--- config.mk ---
export PLATFORM = sky130hd
export DESIGN_NAME = sdcmd_issuer
export DESIGN_NICKNAME = d
export VERILOG_FILES = /design/src/rtl/sdcmd_pkg.sv /design/src/rtl/sdcmd_crc7.sv /design/src/rtl/sdcmd_token_build.sv /design/src/rtl/sdcmd_shifter.sv /design/src/rtl/sdcmd_resp_timer.sv /design/src/rtl/sdcmd_issuer.sv
export SDC_FILE = /design/constraint.sdc
export NUM_CORES = 1
export LEC_CHECK = 0
export ABC_CLOCK_PERIOD_IN_PS = 2500
export BUFFER_PORTS_ARGS = -buffer_cell sky130_fd_sc_hd__buf_2
export CAP_MARGIN = 20
export CORE_ASPECT_RATIO = 0.7
export CORE_MARGIN = 10
export CORE_UTILIZATION = 50
export DETAILED_ROUTE_END_ITERATION = 8
export GPL_TIMING_DRIVEN = 0
export PLACE_DENSITY = 0.84
export SYNTH_ARGS = -nofsm -noshare
export SYNTH_HDL_FRONTEND = slang
export SYNTH_SLANG_ARGS = --single-unit
--- constraint.sdc ---
create_clock -name clk -period 2.5 [get_ports clk]
set_input_delay 0 -clock clk [delete_from_list [all_inputs] [get_ports clk]]
set_output_delay 0 -clock clk [all_outputs]
set_load 0.01 [all_outputs]
--- src/rtl/sdcmd_pkg.sv ---
package sdcmd_pkg;
    localparam int TOKEN_BITS = 48;
    localparam int CRC_SPAN   = 40;

    localparam int STAT_IDLE = 0;
    localparam int STAT_RDY  = 1;
    localparam int STAT_TMO  = 2;
    localparam int STAT_PAR  = 15;

    typedef enum logic [1:0] {
        ISS_IDLE = 2'd0,
        ISS_SEND = 2'd1,
        ISS_WAIT = 2'd2
    } iss_state_e;
endpackage

--- src/rtl/sdcmd_crc7.sv ---
module sdcmd_crc7 #(
    parameter int DATA_BITS = 40
) (
    input  logic [DATA_BITS-1:0] data_i,
    output logic [6:0]           crc_o
);
    logic [6:0] chain [0:DATA_BITS];

    assign chain[0] = 7'd0;

    for (genvar gi = 0; gi < DATA_BITS; gi++) begin : g_stage
        logic fb;
        assign fb = data_i[DATA_BITS-1-gi] ^ chain[gi][6];
        assign chain[gi+1] = {chain[gi][5:0], 1'b0} ^ (fb ? 7'h09 : 7'h00);
    end

    assign crc_o = chain[DATA_BITS];
endmodule

--- src/rtl/sdcmd_token_build.sv ---
module sdcmd_token_build
    import sdcmd_pkg::*;
(
    input  logic [5:0]            index_i,
    input  logic [31:0]           arg_i,
    output logic [TOKEN_BITS-1:0] token_o,
    output logic [15:0]           word3_o,
    output logic [15:0]           word2_o,
    output logic [15:0]           word1_o
);
    logic [CRC_SPAN-1:0] head;
    logic [6:0]          crc;

    assign head = {2'b01, index_i, arg_i};

    sdcmd_crc7 #(.DATA_BITS(CRC_SPAN)) u_crc (
        .data_i (head),
        .crc_o  (crc)
    );

    assign token_o = {head, crc, 1'b1};
    assign word3_o = token_o[47:32];
    assign word2_o = token_o[31:16];
    assign word1_o = token_o[15:0];
endmodule

--- src/rtl/sdcmd_shifter.sv ---
module sdcmd_shifter #(
    parameter int BITS = 48
) (
    input  logic            clk,
    input  logic            rst_n,
    input  logic            load_i,
    input  logic [BITS-1:0] load_val_i,
    input  logic            tick_i,
    output logic            bit_o,
    output logic            done_o
);
    localparam int CNT_W = $clog2(BITS);
    localparam logic [CNT_W-1:0] LAST = CNT_W'(BITS - 1);

    typedef struct packed {
        logic [BITS-1:0]  shreg;
        logic [CNT_W-1:0] cnt;
        logic             active;
    } shift_t;

    shift_t s_d, s_q;

    always_comb begin
        s_d = s_q;
        if (load_i) begin
            s_d.shreg  = load_val_i;
            s_d.cnt    = '0;
            s_d.active = 1'b1;
        end else if (s_q.active && tick_i) begin
            if (s_q.cnt == LAST) begin
                s_d.active = 1'b0;
            end else begin
                s_d.shreg = {s_q.shreg[BITS-2:0], 1'b0};
                s_d.cnt   = s_q.cnt + 1'b1;
            end
        end
    end

    always_ff @(posedge clk or negedge rst_n) begin
        if (!rst_n) s_q <= '0;
        else        s_q <= s_d;
    end

    assign bit_o  = s_q.shreg[BITS-1];
    assign done_o = s_q.active && tick_i && (s_q.cnt == LAST);

    a_r4_count_in_range: assert property (@(posedge clk) disable iff (!rst_n)
        s_q.active |-> (s_q.cnt <= LAST));

    a_r5_no_reload_while_active: assert property (@(posedge clk) disable iff (!rst_n)
        load_i |-> !s_q.active);
endmodule

--- src/rtl/sdcmd_resp_timer.sv ---
module sdcmd_resp_timer #(
    parameter int TMO_W       = 12,
    parameter int SCALE_LOG2  = 4,
    parameter logic [TMO_W-1:0] DEFAULT_UNITS = '1
) (
    input  logic             clk,
    input  logic             rst_n,
    input  logic             arm_i,
    input  logic [TMO_W-1:0] units_i,
    input  logic             run_i,
    input  logic             tick_i,
    input  logic             line_i,
    output logic             hit_o,
    output logic             expire_o
);
    localparam int CW = TMO_W + SCALE_LOG2;

    typedef struct packed {
        logic [CW-1:0] limit;
        logic [CW-1:0] cnt;
    } tmr_t;

    tmr_t t_d, t_q;
    logic [TMO_W-1:0] units_eff;

    always_comb begin
        units_eff = (units_i == '0) ? DEFAULT_UNITS : units_i;
        t_d = t_q;
        if (arm_i) begin
            t_d.limit = CW'(units_eff) << SCALE_LOG2;
            t_d.cnt   = '0;
        end else if (run_i && tick_i) begin
            t_d.cnt = t_q.cnt + 1'b1;
        end
    end

    always_ff @(posedge clk or negedge rst_n) begin
        if (!rst_n) t_q <= '0;
        else        t_q <= t_d;
    end

    assign hit_o    = run_i && tick_i && !line_i;
    assign expire_o = run_i && tick_i && line_i && (t_q.cnt == t_q.limit - 1'b1);

    a_r7_inside_window: assert property (@(posedge clk) disable iff (!rst_n)
        run_i |-> (t_q.cnt < t_q.limit));

    a_r8_window_nonzero: assert property (@(posedge clk) disable iff (!rst_n)
        run_i |-> (t_q.limit != '0));
endmodule

--- src/rtl/sdcmd_issuer.sv ---
module sdcmd_issuer
    import sdcmd_pkg::*;
#(
    parameter int TMO_W          = 12,
    parameter int TMO_SCALE_LOG2 = 4
) (
    input  logic             clk,
    input  logic             rst_n,
    input  logic [5:0]       cmd_index,
    input  logic [31:0]      cmd_arg,
    output logic [15:0]      tok_word3,
    output logic [15:0]      tok_word2,
    output logic [15:0]      tok_word1,
    input  logic             fire,
    input  logic             fire_par,
    input  logic [TMO_W-1:0] tmo_units,
    input  logic             card_tick,
    input  logic             cmd_in,
    output logic             cmd_out,
    output logic             cmd_oe,
    output logic [15:0]      status
);
    typedef struct packed {
        iss_state_e st;
        logic       fpar;
        logic       par;
        logic       rdy;
        logic       tmo;
    } iss_t;

    iss_t r_d, r_q;

    logic [TOKEN_BITS-1:0] token;
    logic accept, shift_bit, shift_done, hit, expire, finish;

    sdcmd_token_build u_build (
        .index_i (cmd_index),
        .arg_i   (cmd_arg),
        .token_o (token),
        .word3_o (tok_word3),
        .word2_o (tok_word2),
        .word1_o (tok_word1)
    );

    assign accept = fire && (r_q.st == ISS_IDLE);

    sdcmd_shifter #(.BITS(TOKEN_BITS)) u_shift (
        .clk        (clk),
        .rst_n      (rst_n),
        .load_i     (accept),
        .load_val_i (token),
        .tick_i     (card_tick),
        .bit_o      (shift_bit),
        .done_o     (shift_done)
    );

    sdcmd_resp_timer #(
        .TMO_W      (TMO_W),
        .SCALE_LOG2 (TMO_SCALE_LOG2)
    ) u_timer (
        .clk      (clk),
        .rst_n    (rst_n),
        .arm_i    (accept),
        .units_i  (tmo_units),
        .run_i    (r_q.st == ISS_WAIT),
        .tick_i   (card_tick),
        .line_i   (cmd_in),
        .hit_o    (hit),
        .expire_o (expire)
    );

    assign finish = hit || expire;

    always_comb begin
        r_d = r_q;
        unique case (r_q.st)
            ISS_IDLE: if (accept) begin
                r_d.st   = ISS_SEND;
                r_d.fpar = fire_par;
                r_d.rdy  = 1'b0;
                r_d.tmo  = 1'b0;
            end
            ISS_SEND: if (shift_done) r_d.st = ISS_WAIT;
            ISS_WAIT: if (hit) begin
                r_d.rdy = 1'b1;
                r_d.par = r_q.fpar;
                r_d.st  = ISS_IDLE;
            end else if (expire) begin
                r_d.tmo = 1'b1;
                r_d.par = r_q.fpar;
                r_d.st  = ISS_IDLE;
            end
            default: r_d.st = ISS_IDLE;
        endcase
    end

    always_ff @(posedge clk or negedge rst_n) begin
        if (!rst_n) r_q <= '{st: ISS_IDLE, default: '0};
        else        r_q <= r_d;
    end

    assign cmd_oe  = (r_q.st != ISS_WAIT);
    assign cmd_out = (r_q.st == ISS_SEND) ? shift_bit : 1'b1;

    always_comb begin
        status            = '0;
        status[STAT_IDLE] = (r_q.st == ISS_IDLE);
        status[STAT_RDY]  = r_q.rdy;
        status[STAT_TMO]  = r_q.tmo;
        status[STAT_PAR]  = r_q.par;
    end

    a_r9_flags_exclusive: assert property (@(posedge clk) disable iff (!rst_n)
        !(r_q.rdy && r_q.tmo));

    a_r9_parity_held_until_finish: assert property (@(posedge clk) disable iff (!rst_n)
        (r_q.st != ISS_IDLE && !finish) |=> $stable(r_q.par));

    a_r6_ready_after_low_line: assert property (@(posedge clk) disable iff (!rst_n)
        $rose(r_q.rdy) |-> !$past(cmd_in));

    a_r10_idle_drives_high: assert property (@(posedge clk) disable iff (!rst_n)
        status[STAT_IDLE] |-> (cmd_oe && cmd_out));
endmodule

# After elaboration in Yosys (flattened, before gate mapping)
# Index checks and enable logic that the tools add are counted.
# W data, S select, Z words.
[op_classes]
shift = 0
n_bitwise = 75
eq_ne = 12
order_cmp = 0
addsub = 3
reduce_logical = 22
muxes = 58
div = 0
mul = 0
[ops]
columns = ["operator", "count"]
rows = [
  ["$xor A7 B4 Y7", 36],
  ["$mux W4", 38],
  ["$mux W55", 2],
  ["$mux W54", 1],
  ["$xor A1 B1 Y1", 35],
  ["$mux W16", 2],
  ["$add A16 B1 Y16 const B", 1],
  ["$eq A16 B16 Y1", 1],
  ["$sub A16 B1 Y16 const B", 1],
  ["$logic_not A12 Y1", 1],
  ["$mux W12", 1],
  ["$ne A2 B2 Y1 const B", 6],
  ["$reduce_bool A2 Y1", 5],
  ["$mux W2", 4],
  ["$reduce_and A2 Y1", 4],
  ["$logic_and A1 B1 Y1", 7],
  ["$mux W1", 7],
  ["$add A6 B1 Y6 const B", 1],
  ["$eq A6 B6 Y1 const B", 1],
  ["$pmux W2 S3", 1],
  ["$reduce_and A3 Y1", 2],
  ["$xor A6 B4 Y6", 1],
  ["$pmux W2 S2", 1],
  ["$reduce_and A4 Y1", 1],
  ["9 further kinds", 10],
]
[totals]
romBits = 0
latchBits = 0
regBits = 89
ramBits = 0
wordCells = 180
n_memories = 0

# Longest topological paths before layout
[logic_depth]
word_depth = 110
depth_mapped = 10
depth_no_buf = 9

# Cells and area by module
# Synthesis repeated with hierarchy kept, for this count alone.
[hier_totals]
cells_unflattened = 745
hier_area_um2 = 7025.5
[modules_own_cells]
columns = ["module", "seq_area_each_um2", "area_each_um2", "cells_each", "instances"]
rows = [
  ["sdcmd_shifter", 1376.3, 3405.8, 373, 1],
  ["sdcmd_resp_timer", 700.7, 1656.6, 167, 1],
  ["sdcmd_crc7", 0.0, 870.8, 69, 1],
  ["sdcmd_token_build", 0.0, 675.6, 91, 1],
  ["sdcmd_issuer", 150.1, 416.6, 45, 1],
]

# Least setup slack after synthesis
# Ideal clock, no wire load.
[synth_path]
kind = "register -> register"
from = "register u_timer.t_q[22] in the netlist's numbering"
to = "register r_q (netlist bit status[15])"
t_arrival_ps = 2235
required_ps = 2375
stages_incl_launch_ff = 9
path_slack_ps = 141
path_cell_list = "dfrtp_1 clkbuf_1 or4_1 nor3_1 xor2_1 a22oi_1 nor4_1 nor2_1 mux2_2"
[synth_between]
elab_chain_len = 5
[synth_rtl]
columns = ["item", "line_no", "source"]
rows = [
  ["from (decl)", "sdcmd_resp_timer.sv:23", "tmr_t t_d, t_q;"],
  ["from (signal assigned)", "sdcmd_resp_timer.sv:39", "else t_q <= t_d;"],
  ["$sub A16 B1 Y16", "sdcmd_resp_timer.sv:43", "assign expire_o = run_i && tick_i && line_i && (t_q.cnt == t_q.limit - 1'b1);"],
  ["$eq A16 B16 Y1", "sdcmd_resp_timer.sv:43", ""],
  ["$logic_and A1 B1 Y1", "sdcmd_resp_timer.sv:43", ""],
  ["$reduce_bool A2 Y1 (no source line)", "-", ""],
  ["$reduce_and A2 Y1 (no source line)", "-", ""],
  ["to (signal assigned)", "sdcmd_issuer.sv:99", "else r_q <= r_d;"],
  ["to (decl)", "sdcmd_issuer.sv:31", "iss_t r_d, r_q;"],
]
# No other way between the ends.
# A chain may end at the register's enable or synchronous reset.

# Worst setup path in the final report
# Same ends and word-level chain as after synthesis.

==> impl_metrics.yaml <==
job:
  cap_violations: 0
power_and_ir_drop:
  p_int_mw: 5.11
  clock_power_share: 0.171
  power_density_mw_per_mm2: 1160
  leakage_nw: 3.58
  p_sw_frac: 0.400
  p_sw_mw: 3.41
  seqPwrFrac: 0.280
  max-vdd-ir-drop_uv: 621
  total_power_mw: 8.52
  pwr-share-comb: 0.550
clock_network:
  cts_max_path_buffers: 2
  numCtsBuffers: 9
  clock-root-buffer: "clkbuf_16"
  cts_sinks: 89
  clk_pin_slew_ns: 0.07
  cts_tree: "done"
  clock_latency_ns: 0.34
  cts_max_level: 3
layout:
  drive_above_1_share: 0.288
  final_cells: 947
  finalNetCount: 850
  final_util: 0.668
  fin_area_mm2: 0.00735
  n_antenna_cell: 0
  syn_to_final_growth_pct: 30.7
critical_path:
  r2r_setup_slack_ns: -0.01
  critPathKind: "reg -> reg"
  r2r_start: "u_timer.t_q[22]"
  worst_ep_required_time_ns: 2.73
  path_cells: "or4_4 -> nor3_2 -> xor2_1 -> a22oi_2 -> nor4_2 -> nor2_1 -> mux2_2"
  max_stage_delay_ns: 0.60
  r2r-end: "status[15]"
  crit_family: "simple AND/OR/NAND/NOR gates"
  worstRegToRegCells: 7
  cp-start-kind: "flop"
  slowest_stage: "or4_4"
  end_kind: "flop"
  crit_fanout: 5
  crit_buf_inv: 0
  arrival_ns: 2.75
floorplan:
  chipWidth_um: 147
  io_pins: 122
  initial_utilization: 0.511
  coreArea_mm2: 0.0110
  dieHeight_um: 109
  die_area_mm2: 0.0160
  fp-row-count: 32
route:
  wl_mm: 18.8
  wl_per_cell_um: 19.8
  drt_iter0_drc: 863
  ant_nets: 0
  vias: 5473
  via_per_inst: 5.78
  firstDrtPassIters: 5
  drcViolationCount: 0
placement:
  dp_slack_ns: -0.298
  numPortBuffers: 106
  dp.cells: 886
  place_area_mm2: 0.00643
  gp_congestion: 0.877
  place_hpwl_mm: 11.3
hold_path:
  min-delay-start: "cmd_arg[2]"
  holdPathEnd: "u_shift.s_q[17]"
  min_path_cells: 3
  hp-class: "in -> reg"
sta:
  min_period_ns: 2.51
  hold_violations: 0
  finalSetupViolCount: 1
  slew_viol_final: 0
  setup-tns-final_ns: -0.0140
  clock.fmax_mhz: 398
  tightest_slew_ns: 0.717
  period_share: 1.01
  fin_skew_ns: 0.00697
  layout_setup_ws_ns: -0.0140
  relSlewSlack: 0.521
  hold_slack_ns: 0.0121
logic_synthesis:
  synth_top_family_by_area: "XOR/XNOR gates"
  syn_area_per_cell_um2: 9.18
  ys_seq_area_frac: 0.396
  ys.flop_type: "dfrtp_1"
  synthMuxAreaShare: 0.00200
  yosysUniqueCellTypes: 46
  synth-xor-area-share: 0.208
  synth_cells: 613
  synth_edf_count: 0
  synth_compound_area_frac: 0.0994
  ys_ff_latch: 89
  synth_adder_area_share: 0.00667
  async_flop_share: 1.00
  ys.warnings.count: 0
  synthSimpleGateAreaFrac: 0.182
  synth_area_mm2: 0.00563
grt:
  grt_start_max_net_pins: 47
  grt_usage: 0.209
  grt.overflow.total: 0
  grt_pass1_vias: 5288
  grt_pass1_wl_mm: 27.2
  antenna_found_initial: 0
status:
  status: "complete, but fails checks"
  violations: "negative setup slack"
-- flip-flops by register name, indices dropped and copies added (netlist names) --
name           count
r_q                3
status             3
u_shift.bit_o      1
u_shift.s_q       54
u_timer.t_q       28
-- worst max path at each step --
stage	startpoint	endpoint	slack, ns	cells past startpoint
4_1_cts	u_timer.t_q[23]	r_q[5]	0.001	8
2_1_floorplan	u_timer.t_q[22]	status[15]	0.14	8
3_5_place_dp	u_timer.t_q[22]	status[15]	-0.30	7
6_report	u_timer.t_q[22]	status[15]	-0.01	7
5_1_grt	u_timer.t_q[22]	status[15]	-0.14	7
3_3_place_gp	u_timer.t_q[22]	status[15]	-0.29	7
-- cells in the mapped netlist, drive strengths merged (15+ instances only) --
master / count / area share
nand2: 116 / 0.077
dfrtp: 89 / 0.40
nor2: 71 / 0.047
buf: 65 / 0.083
xnor2: 51 / 0.093
a31oi: 41 / 0.046
clkbuf: 25 / 0.017
xor2: 24 / 0.037
a21oi: 15 / 0.013
xnor3: 15 / 0.061
-- metal layers --
layer	share of wire	track usage
met2	0.47	0.343
met1	0.37	0.257
met4	0.054	0.0926
met5	0	0
met3	0.11	0.0538
-- power by group through the flow --
stage          registers, mW  logic (mW)  clock network (mW)
2_1_floorplan           2.23        2.80                   0
3_3_place_gp            2.30        3.74                   0
3_5_place_dp            2.32        3.85                   0
4_1_cts                 2.32        3.91                1.44
5_1_grt                 2.43        4.89                1.50
6_report                2.38        4.68                1.45
-- cells in the final DEF (no fill, tap or decap), drive strengths merged, types with 2 or more instances in the layout --
cell	n
xor3	4
dlygate4sd3	43
conb	15
o21ai	8
buf	179
nand2	116
nor2	71
nand2b	4
nand4	7
xor2	24
a31oi	41
clkbuf	31
nor3	6
o22a	9
a21oi	15
xnor2	51
or2	5
dfrtp	89
or4	2
xnor3	15
inv	8
nand3	9
a21o	7
bufinv	2
nor4	9
or3	4
ha	3
-- worst reg2reg max path: cells and delay by family, from the launching register on --
kind            cells  cell delay [ns]
compound gates      1             0.11
xor+xnor            1             0.24
flops               1             0.45
mux                 1             0.28
simple gates        4             1.32
-- kinds of logic after synthesis --
group	Yosys count
other	2
buffers and inverters	97
adders and majority gates	3
and+or+nand+nor	240
xor gates and xnor gates	94
AOI/OAI and AO/OA	87
muxes	1
DFF	89
-- area by class of cell --
cell class | instances | area [um^2]
Fill cell | 730 | 3660
Multi-Input combinational cell | 440 | 3000
Sequential cell | 89 | 2230
Timing Repair Buffer | 158 | 1050
Buffer | 86 | 547
Clock buffer | 9 | 225
Tap cell | 153 | 191
Clock inverter | 5 | 81.3
Inverter | 7 | 26.3
-- what timing repair did --
| action | 4_1_cts | 5_1_grt |
|---|---|---|
| hold buffers | 42 | 1 |
| pin swaps | 2 | 8 |
| gates resized for setup | 5 | 22 |
| endpoints found under the hold margin | 84 | 1 |
| setup buffers | 0 | 8 |
| endpoints found under the setup margin | 4 | 16 |
Note: power is estimated with default switching activity, not from simulation.
